<file path="src/rtl/dma_xfer_pkg.sv">
package dma_xfer_pkg;

  typedef enum logic [1:0] {
    SZ_LONG = 2'b00,
    SZ_BYTE = 2'b01,
    SZ_WORD = 2'b10,
    SZ_LINE = 2'b11
  } xfer_size_e;

  typedef enum logic [1:0] {
    SEL_COUNT  = 2'd0,
    SEL_DEST   = 2'd1,
    SEL_STATUS = 2'd2,
    SEL_NONE   = 2'd3
  } reg_sel_e;

  localparam int STEP_W = 5;

  function automatic logic [STEP_W-1:0] step_of(input logic [1:0] sz);
    case (xfer_size_e'(sz))
      SZ_BYTE: step_of = STEP_W'(1);
      SZ_WORD: step_of = STEP_W'(2);
      SZ_LINE: step_of = STEP_W'(16);
      default: step_of = STEP_W'(4);
    endcase
  endfunction

endpackage

</file>
<file path="src/rtl/dma_step_decode.sv">
module dma_step_decode
  import dma_xfer_pkg::*;
#(
  parameter int CNT_W = 16
) (
  input  logic [1:0]        size,
  input  logic [CNT_W-1:0]  count,
  output logic [STEP_W-1:0] step,
  output logic              misaligned,
  output logic              zero
);
  logic [CNT_W-1:0] mask;

  always_comb begin
    step       = step_of(size);
    mask       = CNT_W'(step) - CNT_W'(1);
    misaligned = |(count & mask);
    zero       = (count == '0);
  end
endmodule

</file>
<file path="src/rtl/dma_count_unit.sv">
module dma_count_unit
  import dma_xfer_pkg::*;
#(
  parameter int CNT_W = 16
) (
  input  logic              clk,
  input  logic              rst_n,
  input  logic              load_en,
  input  logic [CNT_W-1:0]  load_data,
  input  logic              start,
  input  logic [1:0]        size,
  input  logic              dual_in,
  input  logic              rd_done,
  input  logic              wr_done,
  output logic [CNT_W-1:0]  count_o,
  output logic              busy_o,
  output logic [STEP_W-1:0] step_o,
  output logic              dual_o,
  output logic              accept_o,
  output logic              dest_adv_o,
  output logic              fin_o,
  output logic              start_err_o,
  output logic              start_zero_o
);
  logic [CNT_W-1:0]  count_q, cnt_next;
  logic              busy_q, dual_q, ev;
  logic [STEP_W-1:0] step_q, dec_step;
  logic              dec_mis, dec_zero;

  dma_step_decode #(.CNT_W(CNT_W)) u_dec (
    .size       (size),
    .count      (count_q),
    .step       (dec_step),
    .misaligned (dec_mis),
    .zero       (dec_zero)
  );

  always_comb begin
    accept_o     = start && !busy_q;
    ev           = busy_q && (dual_q ? wr_done : (rd_done || wr_done));
    cnt_next     = count_q - CNT_W'(step_q);
    fin_o        = ev && (cnt_next == '0);
    dest_adv_o   = ev && dual_q;
    start_err_o  = accept_o && dec_mis;
    start_zero_o = accept_o && !dec_mis && dec_zero;
  end

  always_ff @(posedge clk) begin
    if (!rst_n) begin
      count_q <= '0;
      busy_q  <= 1'b0;
      step_q  <= STEP_W'(4);
      dual_q  <= 1'b0;
    end else if (accept_o) begin
      if (!dec_mis && !dec_zero) begin
        busy_q <= 1'b1;
        step_q <= dec_step;
        dual_q <= dual_in;
      end
    end else if (ev) begin
      count_q <= cnt_next;
      if (fin_o) busy_q <= 1'b0;
    end else if (load_en) begin
      count_q <= load_data;
    end
  end

  assign count_o = count_q;
  assign busy_o  = busy_q;
  assign step_o  = step_q;
  assign dual_o  = dual_q;
endmodule

</file>
<file path="src/rtl/dma_dest_unit.sv">
module dma_dest_unit
  import dma_xfer_pkg::*;
#(
  parameter int ADDR_W = 32
) (
  input  logic              clk,
  input  logic              rst_n,
  input  logic              load_en,
  input  logic [ADDR_W-1:0] load_data,
  input  logic              adv,
  input  logic [STEP_W-1:0] step,
  output logic [ADDR_W-1:0] dest_o
);
  logic [ADDR_W-1:0] dest_q;

  always_ff @(posedge clk) begin
    if (!rst_n)       dest_q <= '0;
    else if (adv)     dest_q <= dest_q + ADDR_W'(step);
    else if (load_en) dest_q <= load_data;
  end

  assign dest_o = dest_q;
endmodule

</file>
<file path="src/rtl/dma_status_unit.sv">
module dma_status_unit (
  input  logic       clk,
  input  logic       rst_n,
  input  logic       accept,
  input  logic       set_done,
  input  logic       set_err,
  input  logic       clr_en,
  input  logic [1:0] clr_bits,
  output logic       done_o,
  output logic       err_o
);
  logic done_q, err_q, clr_done, clr_err;

  always_comb begin
    clr_done = clr_en && clr_bits[0];
    clr_err  = clr_en && clr_bits[1];
  end

  always_ff @(posedge clk) begin
    if (!rst_n) begin
      done_q <= 1'b0;
      err_q  <= 1'b0;
    end else if (accept) begin
      done_q <= set_done;
      err_q  <= set_err;
    end else begin
      done_q <= (done_q && !clr_done) || set_done;
      err_q  <= err_q && !clr_err;
    end
  end

  assign done_o = done_q;
  assign err_o  = err_q;
endmodule

</file>
<file path="src/rtl/dma_xfer_tracker.sv">
module dma_xfer_tracker
  import dma_xfer_pkg::*;
#(
  parameter int CNT_W  = 16,
  parameter int ADDR_W = 32,
  parameter int DATA_W = 32
) (
  input  logic              clk,
  input  logic              rst_n,
  input  logic              reg_wr_en,
  input  logic [1:0]        reg_wr_sel,
  input  logic [DATA_W-1:0] reg_wr_data,
  input  logic              start_req,
  input  logic [1:0]        xfer_size,
  input  logic              dual_addr,
  input  logic              rd_aphase_done,
  input  logic              wr_aphase_done,
  output logic [CNT_W-1:0]  remaining_bytes,
  output logic [ADDR_W-1:0] dest_addr,
  output logic              busy,
  output logic              done,
  output logic              cfg_err
);
  logic              wr_ok, accept, dest_adv, fin, start_err, start_zero, dual_q;
  logic [STEP_W-1:0] step_q;

  assign wr_ok = reg_wr_en && !busy && !start_req;

  dma_count_unit #(.CNT_W(CNT_W)) u_count (
    .clk          (clk),
    .rst_n        (rst_n),
    .load_en      (wr_ok && (reg_wr_sel == SEL_COUNT)),
    .load_data    (reg_wr_data[CNT_W-1:0]),
    .start        (start_req),
    .size         (xfer_size),
    .dual_in      (dual_addr),
    .rd_done      (rd_aphase_done),
    .wr_done      (wr_aphase_done),
    .count_o      (remaining_bytes),
    .busy_o       (busy),
    .step_o       (step_q),
    .dual_o       (dual_q),
    .accept_o     (accept),
    .dest_adv_o   (dest_adv),
    .fin_o        (fin),
    .start_err_o  (start_err),
    .start_zero_o (start_zero)
  );

  dma_dest_unit #(.ADDR_W(ADDR_W)) u_dest (
    .clk       (clk),
    .rst_n     (rst_n),
    .load_en   (wr_ok && (reg_wr_sel == SEL_DEST)),
    .load_data (reg_wr_data[ADDR_W-1:0]),
    .adv       (dest_adv),
    .step      (step_q),
    .dest_o    (dest_addr)
  );

  dma_status_unit u_status (
    .clk      (clk),
    .rst_n    (rst_n),
    .accept   (accept),
    .set_done (fin || start_zero),
    .set_err  (start_err),
    .clr_en   (wr_ok && (reg_wr_sel == SEL_STATUS)),
    .clr_bits (reg_wr_data[1:0]),
    .done_o   (done),
    .err_o    (cfg_err)
  );
endmodule

</file>
<file path="config.mk">
export PLATFORM = sky130hd
export DESIGN_NAME = dma_xfer_tracker
export DESIGN_NICKNAME = d
export VERILOG_FILES = /design/src/rtl/dma_xfer_pkg.sv /design/src/rtl/dma_step_decode.sv /design/src/rtl/dma_count_unit.sv /design/src/rtl/dma_dest_unit.sv /design/src/rtl/dma_status_unit.sv /design/src/rtl/dma_xfer_tracker.sv
export SDC_FILE = /design/constraint.sdc
export NUM_CORES = 1
export LEC_CHECK = 0
export BUFFER_PORTS_ARGS = -buffer_cell sky130_fd_sc_hd__clkbuf_2
export CORE_MARGIN = 3
export CORE_UTILIZATION = 45
export CTS_BUF_LIST = sky130_fd_sc_hd__clkbuf_8
export DETAILED_ROUTE_END_ITERATION = 16
export PLACE_DENSITY = 0.72
export SLEW_MARGIN = 20
export SYNTH_ARGS = -nofsm -noshare
export SYNTH_HDL_FRONTEND = slang
export SYNTH_SLANG_ARGS = --single-unit
</file>
<file path="constraint.sdc">
create_clock -name clk -period 2.4 [get_ports clk]
set_clock_uncertainty 0.15 [all_clocks]
set_input_delay 0.12 -clock clk [delete_from_list [all_inputs] [get_ports clk]]
set_output_delay 0.12 -clock clk [all_outputs]
set_load 0.1 [all_outputs]
</file>
# After elaboration in Yosys (flattened, before gate mapping)
# Index checks and enable logic that the tools add are counted.
[totals]
elab_cells = 67
register_bits = 57
inputBits = 43
[op_classes]
reduce_logical = 37
n_mux = 12
add_sub_neg = 3
eq_ne = 6
bitwise = 2
[ops]
columns = ["op", "count"]
rows = [
  ["2-to-1 mux 32 bit", 2],
  ["adder 32 x 5 -> 32 bit", 1],
  ["zero test 16 bit", 2],
  ["2-to-1 mux 16 bit", 2],
  ["logical AND 1 bit", 17],
  ["bitwise AND 16 bit", 1],
  ["OR reduction 16 bit", 1],
  ["subtractor 16 x 5 -> 16 bit", 1],
  ["case mux 5 bit (3 select lines)", 1],
  ["nonzero test 2 bit", 4],
  ["2-to-1 mux 1 bit", 7],
  ["== test 2 bit, second input constant", 3],
  ["zero test 1 bit", 6],
  ["subtractor 5 x 1 -> 6 bit, second input constant", 1],
  ["== test 2 x 1 -> 1 bit, second input constant", 2],
  ["AND reduction 2 bit", 2],
  ["logical OR 1 bit", 3],
  ["AND reduction 3 bit", 1],
  ["zero test 2 bit", 1],
  ["inequality test 2 x 1 -> 1 bit, second input constant", 1],
  ["inverter 1 bit", 1],
]

# Logic depth before layout (Yosys ltp)
# Gate-level depths: netlist of run 1.
[logic_depth]
word_depth = 11
depth_mapped = 10

# By module
# A second synthesis of run 1 with hierarchy kept.
[hier_totals]
cells_unflattened = 471
hier_area_um2 = 3867.5
[by_module_without_submodules]
columns = ["mod", "cells_per_inst", "n_inst", "area_each_um2", "seq_area_each_um2"]
rows = [
  ["dma_dest_unit", 241, 1, 2083.2, 640.6],
  ["dma_count_unit", 191, 1, 1466.4, 460.4],
  ["dma_step_decode", 25, 1, 187.7, 0.0],
  ["dma_status_unit", 9, 1, 86.3, 40.0],
  ["dma_xfer_tracker", 5, 1, 43.8, 0.0],
]

# Worst setup path after synthesis of run 1
# Ideal clock, no wire load.
[synth_timing]
path_type = "flip-flop to flip-flop"
startpoint = "reg u_count.count_q[0] (netlist: u_count.count_o[0])"
endpoint = "reg u_count.busy_q (netlist: u_count.busy_o)"
stages_incl_launch_ff = 10
setup_ns = 0.125
t_required_ns = 2.125
t_arrival_ns = 3.095
slack_ns = -0.969
path_cell_list = "dfxtp_1 > inv_1 > ha_1 > fa_1 > nand2b_1 > a21boi_2 > nor3_1 > a2111o_1 > a2111oi_2 > nor2_1"
[synth_via]
elab_chain_len = 6
[synth_rtl]
columns = ["item", "line_no", "source"]
rows = [
  ["from (decl)", "dma_count_unit.sv:25", "logic [CNT_W-1:0] count_q, cnt_next;"],
  ["from (signal assigned)", "dma_count_unit.sv:61", "count_q <= cnt_next;"],
  ["from (signal assigned)", "dma_count_unit.sv:64", "count_q <= load_data;"],
  ["branches (longest 5 deep; another with subtractor 16 x 5 -> 16 bit)", "--", ""],
  ["AND reduction 3 bit (no line) *", "--", ""],
  ["to (signal assigned)", "dma_count_unit.sv:51", "busy_q <= 1'b0;"],
  ["to (signal assigned)", "dma_count_unit.sv:56", "busy_q <= 1'b1;"],
  ["to (signal assigned)", "dma_count_unit.sv:62", "if (fin_o) busy_q <= 1'b0;"],
  ["to (decl)", "dma_count_unit.sv:26", "logic busy_q, dual_q, ev;"],
]
# Mark *: on every way between the ends.
# A chain may end at the register's enable or synchronous reset.

# Worst setup path after layout of run 1
[layout_timing]
startpoint = "reg u_count.count_q[0] (netlist: u_count.count_o[0])"
endpoint = "reg u_status.done_q (netlist: u_status.done_o)"
[layout_via]
elab_chain_len = 8
[layout_rtl]
columns = ["item", "line_no", "source"]
rows = [
  ["branches (longest 5 deep; another with subtractor 16 x 5 -> 16 bit)", "--", ""],
  ["logical OR 1 bit *", "dma_xfer_tracker.sv:64", ".set_done (fin || start_zero),"],
  ["logical OR 1 bit", "dma_status_unit.sv:27", "done_q <= (done_q && !clr_done) || set_done;"],
  ["2-to-1 mux 1 bit *", "dma_status_unit.sv:23", "end else if (accept) begin"],
  ["to (signal assigned)", "dma_status_unit.sv:24", "done_q <= set_done;"],
  ["to (signal assigned)", "dma_status_unit.sv:27", ""],
  ["to (decl)", "dma_status_unit.sv:12", "logic done_q, err_q, clr_done, clr_err;"],
]
# Marks and branches as above.

==> results of run 1 <==
path summary, 6_finish.rpt:
check	startpoint	to	cells past startpoint
hold reg to reg	u_status.err_o	u_status.err_o	2
hold / removal	rst_n	u_count.step_o[2]	2
setup / recovery	u_count.count_o[0]	u_status.done_o	8
setup reg to reg	u_count.count_o[0]	u_status.done_o	8
metal layers:
metal / up-vias / routed length (um) / track usage [%]
met5: - / 0 / 0
met4: 0 / 280 / 10.3
met3: 21 / 723 / 3.05
met2: 154 / 5950 / 44.8
met1: 2013 / 5160 / 33.3
li1: 2037 / - / -
cell families (layout without fill, tap and decap cells):
| kind of cell | Yosys count | count (layout) | share of synthesized area, % |
|---|---|---|---|
| muxes | 5 | 5 | 1.45 |
| and+or+nand+nor | 202 | 202 | 29.6 |
| buffers and inverters | 38 | 184 | 4.45 |
| adders and majority gates | 16 | 16 | 5.93 |
| AOI/OAI and AO/OA | 141 | 141 | 26.3 |
| DFF | 56 | 56 | 30.9 |
| xor gates and xnor gates | 6 | 6 | 1.45 |
area by class of cell:
cell class	count	area [sq um]	area share (%)
clock buffer	6	82.6	1.66
tap	102	128	2.56
timing repair buffer	160	1060	21.2
inverter	16	62.6	1.25
sequential	56	1180	23.6
multi-input combinational	370	2470	49.5
clock inverter	2	10.0	0.201
cell usage in the layout (no fill, tap or decap), drive strengths merged, types with 3 or more instances in the layout:
cell,synthesis,layout
a2111oi,3,3
a21oi,42,42
a221oi,5,5
a22oi,4,4
a311oi,4,4
a31oi,18,18
a32oi,3,3
and2,6,6
and3,10,10
and4,3,3
buf,8,34
clkbuf,14,99
dfxtp,56,56
dlygate4sd3,0,33
ha,14,14
inv,16,18
mux2i,3,3
nand2,55,55
nand2b,5,5
nand3,23,23
nand4,10,10
nor2,43,43
nor2b,6,6
nor3,14,14
nor4,6,6
nor4b,3,3
o211ai,10,10
o21a,7,7
o21ai,22,22
o221a,3,3
o311ai,3,3
o31a,3,3
or2,4,4
or3,4,4
xnor2,4,4
through the flow:
stage / TNS (ps) / area, sq um / instances / util [%] / total power, mW
6_report: 0 / 4990 / 712 / 64.2 / 5.35
5_1_grt: -435 / 4990 / 712 / 64.2 / 5.64
3_5_place_dp: -127 / 4450 / 665 / 57.3 / 4.54
3_3_place_gp: 0 / 4450 / 665 / 57.3 / 4.48
2_1_floorplan: -441 / 3760 / 464 / - / 3.79
4_1_cts: 0 / 4880 / 706 / 62.9 / 5.20
power breakdown:
part           switching (mW)  internal (mW)
logic                    2.26           1.19
clock network           0.329          0.233
registers               0.220           1.12
total                    2.81           2.54
sequential cells by signal (all words and copies together), names as in the netlist:
signal,flops
u_dest.dest_o,32
u_count.count_o,16
u_count.step_o,4
u_count.busy_o,1
u_count.dual_o,1
u_status.done_o,1
u_status.err_o,1
timing repair:
action	4_1_cts	5_1_grt
pin swaps	8	9
setup buffers	1	5
gates resized for setup	3	13
hold endpoints to repair	40	1
endpoints found under the setup margin	9	16
hold buffers	32	1
==> key figures, run 1 <==
Logic synthesis
  • Top_reg_cell synth: dfxtp_1
  • Sequential area share after synthesis: 30.9%
  • Synth Cell Area: 3630 sq um
  • Synth Register Bits: 56
  • Syn_nets: 523
  • Syn avg cell area: 7.82 sq um
  • Asr flop ratio synth: 0%
  • Synth warnings: 0
  • Post-synth EDFFs: 0
  • Mapped Cells: 464
  • Area leader, netlist: dfxtp_1
  • Synth cell count leaders: dfxtp_1, nand2_1, a21oi_1, nor2_1, nand3_1
  • Synth cell types: 73
  • Share of the synthesized area in the top cell type: 30.9%
  • Most numerous cell in the Yosys netlist: dfxtp_1
  • Top cells by area, synth: dfxtp_1, a21oi_1, nand2_1, ha_1, nor2_1

CTS
  • CTS tree: yes
  • H-Tree Level Count: 2
  • Clk_lat worst skew: 320 ps
  • Reg clk slew, reported paths: 100 ps
  • CTS Buf Count: 5
  • Root Driver: clkbuf_8
  • Clock sink count: 56
  • Clock buffer depth: 2

Power and ir drop
  • Pleak: 2.02 nW
  • PD cells: 1070 nW/um^2
  • Worst VDD drop: 0.00111 V

Drt
  • Drt pass-1 iters: 5
  • Drt total wl: 12,100 um
  • Avg WL per Cell: 17.0 um
  • Post-route ant nets: 0
  • DRC: 0
  • DRT iter0 DRCs: 177
  • Vias: 4,225
  • Via density per instance: 5.93

Critical path
  • Max stage delay on crit path: 550 ps
  • WP data required: 2500 ps
  • CP Cell Sequence: inv_4 -> ha_4 -> fa_2 -> nand4b_1 -> a2111oi_4 -> o2111ai_2 -> a2111o_1 -> o21ai_1
  • Worst path bufs/invs: 1
  • FF-to-FF setup slack: approximately 11 ps
  • CP endpoint kind: register
  • Crit path DAT: 2490 ps
  • CP max FO: 3
  • Top delay family on crit path: compound AO/OA/AOI/OAI gates
  • Crit path kind: reg -> reg
  • Startpoint types: register
  • Max stage delay cell, worst path: fa_2

Layout
  • Fill cells: 677
  • NumNets Final: around 670
  • ANT cells: 0
  • Share of layout cells above drive strength 1: 34.4%
  • Layout area overhead: 37.5%

Floorplanning
  • Die width: between 90 and 100 um
  • Core box area: 7770 sq um
  • DIE AREA: 9180 sq um
  • I/O pins: 94
  • Height of the die: 95.8 um
  • Starting Density: a little under half
  • Row Count: 32

GRT
  • Largest net degree at the start of global routing: 34
  • Initial antenna violation count: 0
  • First-pass GRT wire length: 19,000 um
  • Total GRT Usage: 26.1%
  • Vias in the first global route: just under 4,000
  • GRT overflow: 0

Timing
  • Min Hold Slack: 25.8 ps
  • Min Tclk post-route: 2390 ps
  • Rel. slew slack: 46.6%
  • Final setup viols: 0
  • Hold Vio Cnt, Final: 0
  • Fmax achieved: 0.419 GHz
  • Slew @ Worst Pin: between 700 and 800 ps
  • Worst setup margin: between 10 and 15 ps
  • RSZ-0062 raised after global routing: true
  • Period utilization: approximately 100%
  • Slew Viols, Final: 0

Flow run
  • Maxcap violations: 0

Placed design
  • Placement Setup Slack: -64.2 ps
  • GP Congestion: between 0.8 and 0.9
  • Port-buffer cells: 93
  • HPWL Detailed: 8890 um

Run status
  • Outcome: finished, final reports clean

Min path
  • HP Class: in -> reg
Note: power is estimated with default switching activity, not from simulation.
==> run 2: changes to the inputs <==
--- a/config.mk
+++ b/config.mk
@@ -5,12 +5,12 @@
 export SDC_FILE = /design/constraint.sdc
 export NUM_CORES = 1
 export LEC_CHECK = 0
-export BUFFER_PORTS_ARGS = -buffer_cell sky130_fd_sc_hd__clkbuf_2
+export ABC_AREA = 1
 export CORE_MARGIN = 3
 export CORE_UTILIZATION = 45
 export CTS_BUF_LIST = sky130_fd_sc_hd__clkbuf_8
 export DETAILED_ROUTE_END_ITERATION = 16
-export PLACE_DENSITY = 0.72
+export DONT_BUFFER_PORTS = 1
 export SLEW_MARGIN = 20
 export SYNTH_ARGS = -nofsm -noshare
 export SYNTH_HDL_FRONTEND = slang
==> constraint.sdc (replaced) <==
create_clock -name clk -period 2.7 [get_ports clk]
set_clock_uncertainty 0.15 [all_clocks]
set_input_delay 0.135 -clock clk [delete_from_list [all_inputs] [get_ports clk]]
set_output_delay 0.135 -clock clk [all_outputs]
set_load 0.1 [all_outputs]
==> key figures, run 2 <==
Timing
  • Rel. slew slack: about 56%
  • RSZ-0062 raised after global routing: false
  • Fmax achieved: 0.400 GHz
  • Slew Viols, Final: 0
  • Slew @ Worst Pin: around 650 ps
  • Setup tns final: 0 ps
  • Min Tclk post-route: about 2500 ps
  • Period utilization: 92.5%
  • Final setup viols: 0
  • Hold Vio Cnt, Final: 0

CTS
  • Root Driver: clkbuf_8
  • Clock buffer depth: 2
  • CTS tree: yes
  • Clock sink count: 56
  • Setup bufs post-CTS: 0
  • Clk_lat worst skew: about 320 ps
  • Reg clk slew, reported paths: 120 ps
  • H-Tree Level Count: 2
  • CTS Buf Count: 5

Power and ir drop
  • Seq pwr share: 22.9%
  • Worst VDD drop: around 0.00062 V
  • Switching power: 3.01 mW
  • PD cells: a little under 1000 nW/um^2
  • Sw frac: 58.0%
  • Pleak: roughly 2.2 nW
  • Internal: 2.17 mW
  • Logic pwr share: 65.4%
  • Clock Power Share: 11.7%

Logic synthesis
  • Share of the synthesized area in the top cell type: 26.5%
  • Area leader, netlist: dfxtp_1
  • Syn_nets: 744
  • Asr flop ratio synth: 0%
  • Mapped Cells: 685
  • Mux share of post-synthesis cell area: 0%
  • Most numerous cell in the Yosys netlist: nand2_1
  • Synth warnings: 0
  • Synth Area in Compound Gates: around 17%
  • Main combinational cell family by area after synthesis: simple AND/OR/NAND/NOR gates
  • Top cells by area, synth: dfxtp_1, nand2_1, inv_1, nand3_1, nor2_1
  • Post-synthesis simple-gate area fraction: 39.3%
  • Post-synth EDFFs: 0
  • Post-Synth Adder-Cell Area: 5.08%
  • Synth Cell Area: ~4200 sq um
  • Synth cell count leaders: nand2_1, inv_1, nor2_1
  • Syn avg cell area: 6.18 sq um
  • Sequential area share after synthesis: between 20% and 30%
  • Top_reg_cell synth: dfxtp_1
  • Synth Area in XOR/XNOR: 1.45%
  • Synth Register Bits: 56
  • Synth cell types: 47

Placed design
  • HPWL Detailed: 11,000 um
  • Port-buffer cells: 0
  • GP Congestion: 0.950
  • Placed cell areas: 4720 sq um

Drt
  • Via density per instance: 5.44
  • DRT iter0 DRCs: 307
  • Avg WL per Cell: about 17 um
  • Vias: about 4,800
  • Drt pass-1 iters: 5
  • DRC: 0
  • Drt total wl: between 10,000 and 15,000 um
  • Post-route ant nets: 0

Layout
  • Most frequent cells in the layout: nand2_1, inv_1, nor2_1, nand3_1, buf_4
  • Largest register FFs: 32
  • ANT cells: 0
  • Fill cells: 900
  • Footprint of the multi-input gates: around 2700 sq um
  • Most common cell after layout, fill and taps aside: nand2_1
  • Layout area overhead: 23.0%
  • Post-route cell area: 5210 sq um
  • Reg area: 1130 sq um
  • Share of layout cells above drive strength 1: 14.3%
  • NumNets Final: 829

GRT
  • GRT overflow: 0
  • Initial antenna violation count: 0
  • Vias in the first global route: ~4,600
  • Largest net degree at the start of global routing: 31
  • First-pass GRT wire length: about 23,000 um
  • Total GRT Usage: 27.7%

Critical path
  • Max stage delay cell, worst path: fa_1
  • CP endpoint kind: register
  • Crit path kind: reg -> reg
  • WP data required: between 2000 and 3000 ps
  • Startpoint types: register
  • Crit path DAT: 2540 ps
  • CP max FO: 4
  • CP Cell Sequence: inv_1 -> ha_1 -> fa_1 -> inv_1 -> nand2_1 -> nand2_1 -> nand2_1 -> nand3_1 -> nand3_1 -> nor2_1 -> nand3_1 -> nor2_1 -> nand2_1 -> nand2_1 -> a21oi_1
  • FF-to-FF setup slack: a little over 200 ps
  • Top cell by count, worst path: nand2_1
  • Reg2Reg Depth: 15
  • Max stage delay on crit path: 400 ps

Run status
  • Outcome: finished, final reports clean

Floorplanning
  • Height of the die: about 100 um
  • I/O pins: 94
  • Die width: 103 um
  • Core box area: 8930 sq um
  • Row Count: 34
  • DIE AREA: ~11,000 sq um
  • Starting Density: ~47%

Min path
  • Worst Hold Depth: 3
  • HP Class: in -> reg

Flow run
  • Maxcap violations: 0
## run 2: cell types whose count changed after synthesis, sizes merged, moves of 10 or more
cell   change
o21ai     +15
nand2    +152
inv       +80
and3      -10
nand3     +38
nor2      +25
## run 2: metrics by stage
step / setup slack, ps / power, mW / hold slack [ps] / cells / utilization (%)
2_1_floorplan: 34.0 / 3.81 / 123 / 685 / -
3_3_place_gp: 288 / 4.49 / 72.4 / 834 / 52.8
3_5_place_dp: 240 / 4.51 / 75.9 / 834 / 52.8
4_1_cts: 202 / 5.17 / 1.96 / 879 / 58.3
5_1_grt: 23.5 / 5.57 / 37.9 / 879 / 58.3
6_report: 201 / 5.18 / 12.9 / 879 / 58.3
## run 2: worst max-delay path: cells and delay by family, from the launching register on
kind | cells | cell delay [ps]
and+or+nand+nor | 10 | 1100
DFF | 1 | 340
AOI/OAI and AO/OA | 1 | 60
buffers and inverters | 2 | 120
adders and majority gates | 2 | 620
## run 2: cell families after synthesis
logic type               Yosys count
flip-flops                        56
XOR/XNOR                           7
adder cells (fa/ha/maj)           16
buffers and inverters            115
AND/OR/NAND/NOR                  373
AO/OA/AOI/OAI                    118
## run 2: cell type report
| type | instances | share of cell area (%) |
|---|---|---|
| flip-flops and latches | 56 | 21.6 |
| inverters | 99 | 7.18 |
| well taps | 108 | 2.59 |
| clock buffers | 5 | 1.32 |
| clock inverters | 3 | 0.913 |
| repair buffers | 94 | 15.3 |
| multi-input cells | 514 | 51.1 |
## run 2: metal layers
metal	part of all wire [%]	vias up	GRT usage, %
met5	0	-	0
met4	0.84	0	5.38
met3	9.0	15	4.94
met2	45	179	42.9
met1	46	2188	40.4
li1	-	2396	-
## run 2: worst paths after layout
| kind | from | endpoint |
|---|---|---|
| worst max-delay path | u_count.count_o[0] | u_count.busy_o |
| worst min-delay path | xfer_size[1] | u_count.step_o[1] |
| worst max register to register | u_count.count_o[0] | u_count.busy_o |
| worst min register to register | u_count.count_o[0] | u_count.count_o[0] |
## run 2: what timing repair did
action                                  in CTS  in global routing
endpoints found under the setup margin       0                  1
hold buffers                                37                  0
endpoints found under the hold margin       51                  0
gates resized for setup                      0                  1
## run 2: power groups by stage
stage / Clock (mW) / Combinational [mW] / Sequential [mW]
floorplan: 0 / 1.62 / 2.19
global placement: 0 / 3.29 / 1.20
detailed placement: 0 / 3.30 / 1.20
CTS: 0.617 / 3.37 / 1.19
global route: 0.649 / 3.71 / 1.21
finish: 0.604 / 3.39 / 1.19
==> run 3: changes to the inputs <==
--- a/config.mk
+++ b/config.mk
@@ -11,6 +11,7 @@
 export CTS_BUF_LIST = sky130_fd_sc_hd__clkbuf_8
 export DETAILED_ROUTE_END_ITERATION = 16
 export DONT_BUFFER_PORTS = 1
+export PLACE_DENSITY = 0.66
 export SLEW_MARGIN = 20
 export SYNTH_ARGS = -nofsm -noshare
 export SYNTH_HDL_FRONTEND = slang
==> key figures, run 3 (synthesis gave the netlist of run 2 again) <==
Run status
  • Outcome: finished, final reports clean

CTS
  • Clock buffer depth: 2
  • Clock sink count: 56
  • Reg clk slew, reported paths: about 100 ps
  • CTS tree: yes
  • CTS Buf Count: 5
  • H-Tree Level Count: 2
  • Root Driver: clkbuf_8
  • Setup bufs post-CTS: 0
  • Clk_lat worst skew: between 300 and 400 ps

Timing
  • Min Hold Slack: 11.1 ps
  • Rel. slew slack: 39.1%
  • Setup tns final: 0 ps
  • Final setup viols: 0
  • Slew Viols, Final: 0
  • Fmax achieved: 0.393 GHz
  • Min Tclk post-route: 2540 ps
  • Period utilization: 94.2%
  • Hold Vio Cnt, Final: 0
  • Slew @ Worst Pin: about 910 ps
  • Worst setup margin: between 150 and 200 ps
  • RSZ-0062 raised after global routing: false

Critical path
  • CP endpoint kind: register
  • Startpoint types: register
  • WP data required: 2810 ps
  • Crit path kind: reg -> reg
  • Max stage delay cell, worst path: nor2_2
  • Max stage delay on crit path: ~720 ps
  • Worst path bufs/invs: 1
  • Top cell by count, worst path: nor2_2
  • Top delay family on crit path: simple AND/OR/NAND/NOR gates
  • CP max FO: 20
  • Crit path DAT: 2650 ps
  • CP Cell Sequence: nor2_2 -> nand2_1 -> nor2_4 -> nor2_2 -> inv_2 -> o21ai_0 -> a31oi_1 -> nor2_1

Drt
  • Vias: 4,916
  • Post-route ant nets: 0
  • Drt total wl: 14,100 um
  • DRT iter0 DRCs: 350
  • Avg WL per Cell: approximately 16 um
  • DRC: 0
  • Via density per instance: 5.62
  • Drt pass-1 iters: 5

Flow run
  • Maxcap violations: 0

Floorplanning
  • Starting Density: a little under half
  • I/O pins: 94
  • Height of the die: around 100 um
  • Row Count: 34
  • Die width: 103 um
  • Core box area: 8930 sq um
  • DIE AREA: roughly 11,000 sq um

Placed design
  • HPWL Detailed: 10,500 um
  • # placed instances: 833
  • GP Congestion: 0.985
  • Port-buffer cells: 0
  • Placement Setup Slack: roughly 230 ps

Layout
  • Reg area: 1130 sq um
  • Largest register FFs: 32
  • ANT cells: 0
  • NumNets Final: 824
  • Fill cells: between 800 and 900
  • Layout area overhead: 21.2%
  • Most common cell after layout, fill and taps aside: nand2_1
  • Footprint of the multi-input gates: 2660 sq um
  • Share of layout cells above drive strength 1: 14.1%
  • Non-Filler Instances: 874
  • Most frequent cells in the layout: nand2_1, inv_1, nor2_1, nand3_1, buf_4

GRT
  • Largest net degree at the start of global routing: 31
  • GRT overflow: 0
  • First-pass GRT wire length: about 22,000 um
  • Total GRT Usage: a little over a quarter
  • Initial antenna violation count: 0
  • Vias in the first global route: 4,456

Power and ir drop
  • Worst VDD drop: approximately 0.00060 V
  • PD cells: 985 nW/um^2
  • Total power draw: ~5.1 mW
  • Pleak: 2.21 nW

Min path
  • HP Class: in -> reg
[run 3: worst reg2reg max path, stage by stage, from the launching register on]
cell	delay (ps)
dfxtp_1	440
nor2_2	80
nand2_1	170
nor2_4	110
nor2_2	730
inv_2	380
o21ai_0	270
a31oi_1	70
nor2_1	100
[run 3: per-layer routing]
metal	GRT usage, %	part of all wire, %	vias up
met5	0	0	-
met4	6.97	1.3	0
met3	5.68	10	18
met2	42.3	46	234
met1	36.0	43	2271
li1	-	-	2393
[run 3: report_power, final]
part | leakage, nW | internal [mW] | switching, mW | total (mW)
registers | 0.457 | 0.994 | 0.186 | 1.18
logic | 1.70 | 0.899 | 2.48 | 3.38
clock network | 0.0538 | 0.203 | 0.294 | 0.497
[run 3: repair_timing]
item                       CTS  global route
hold endpoints to repair    48             0
hold buffers                33             0
gates resized for setup      0             1
setup endpoints to repair    0             1
[run 3: path summary, 6_finish.rpt]
| kind | startpoint | to | slack (ps) | depth (start not counted) |
|---|---|---|---|---|
| max | u_count.busy_o | u_dest.dest_o[16] | 160 | 8 |
| min | reg_wr_data[9] | u_count.count_o[9] | 10 | 3 |
| max reg2reg | u_count.busy_o | u_dest.dest_o[16] | 160 | 8 |
| min reg2reg | u_count.dual_o | u_count.dual_o | 340 | 2 |
[run 3: final cells by class]
type	instances	share of cell area, %
clock inverters	2	0.146
clock buffers	6	1.61
repair buffers	89	14.6
flip-flops and latches	56	21.9
well taps	108	2.63
inverters	99	7.29
multi-input cells	514	51.8
[run 3: metrics by stage]
stage | utilization (%) | cell area, sq um
final | 57.5 | 5130
after global routing | 57.5 | 5130
after CTS | 57.4 | 5130
after detailed placement | 52.7 | 4710
after global placement | 52.7 | 4710
after floorplan | - | 4240
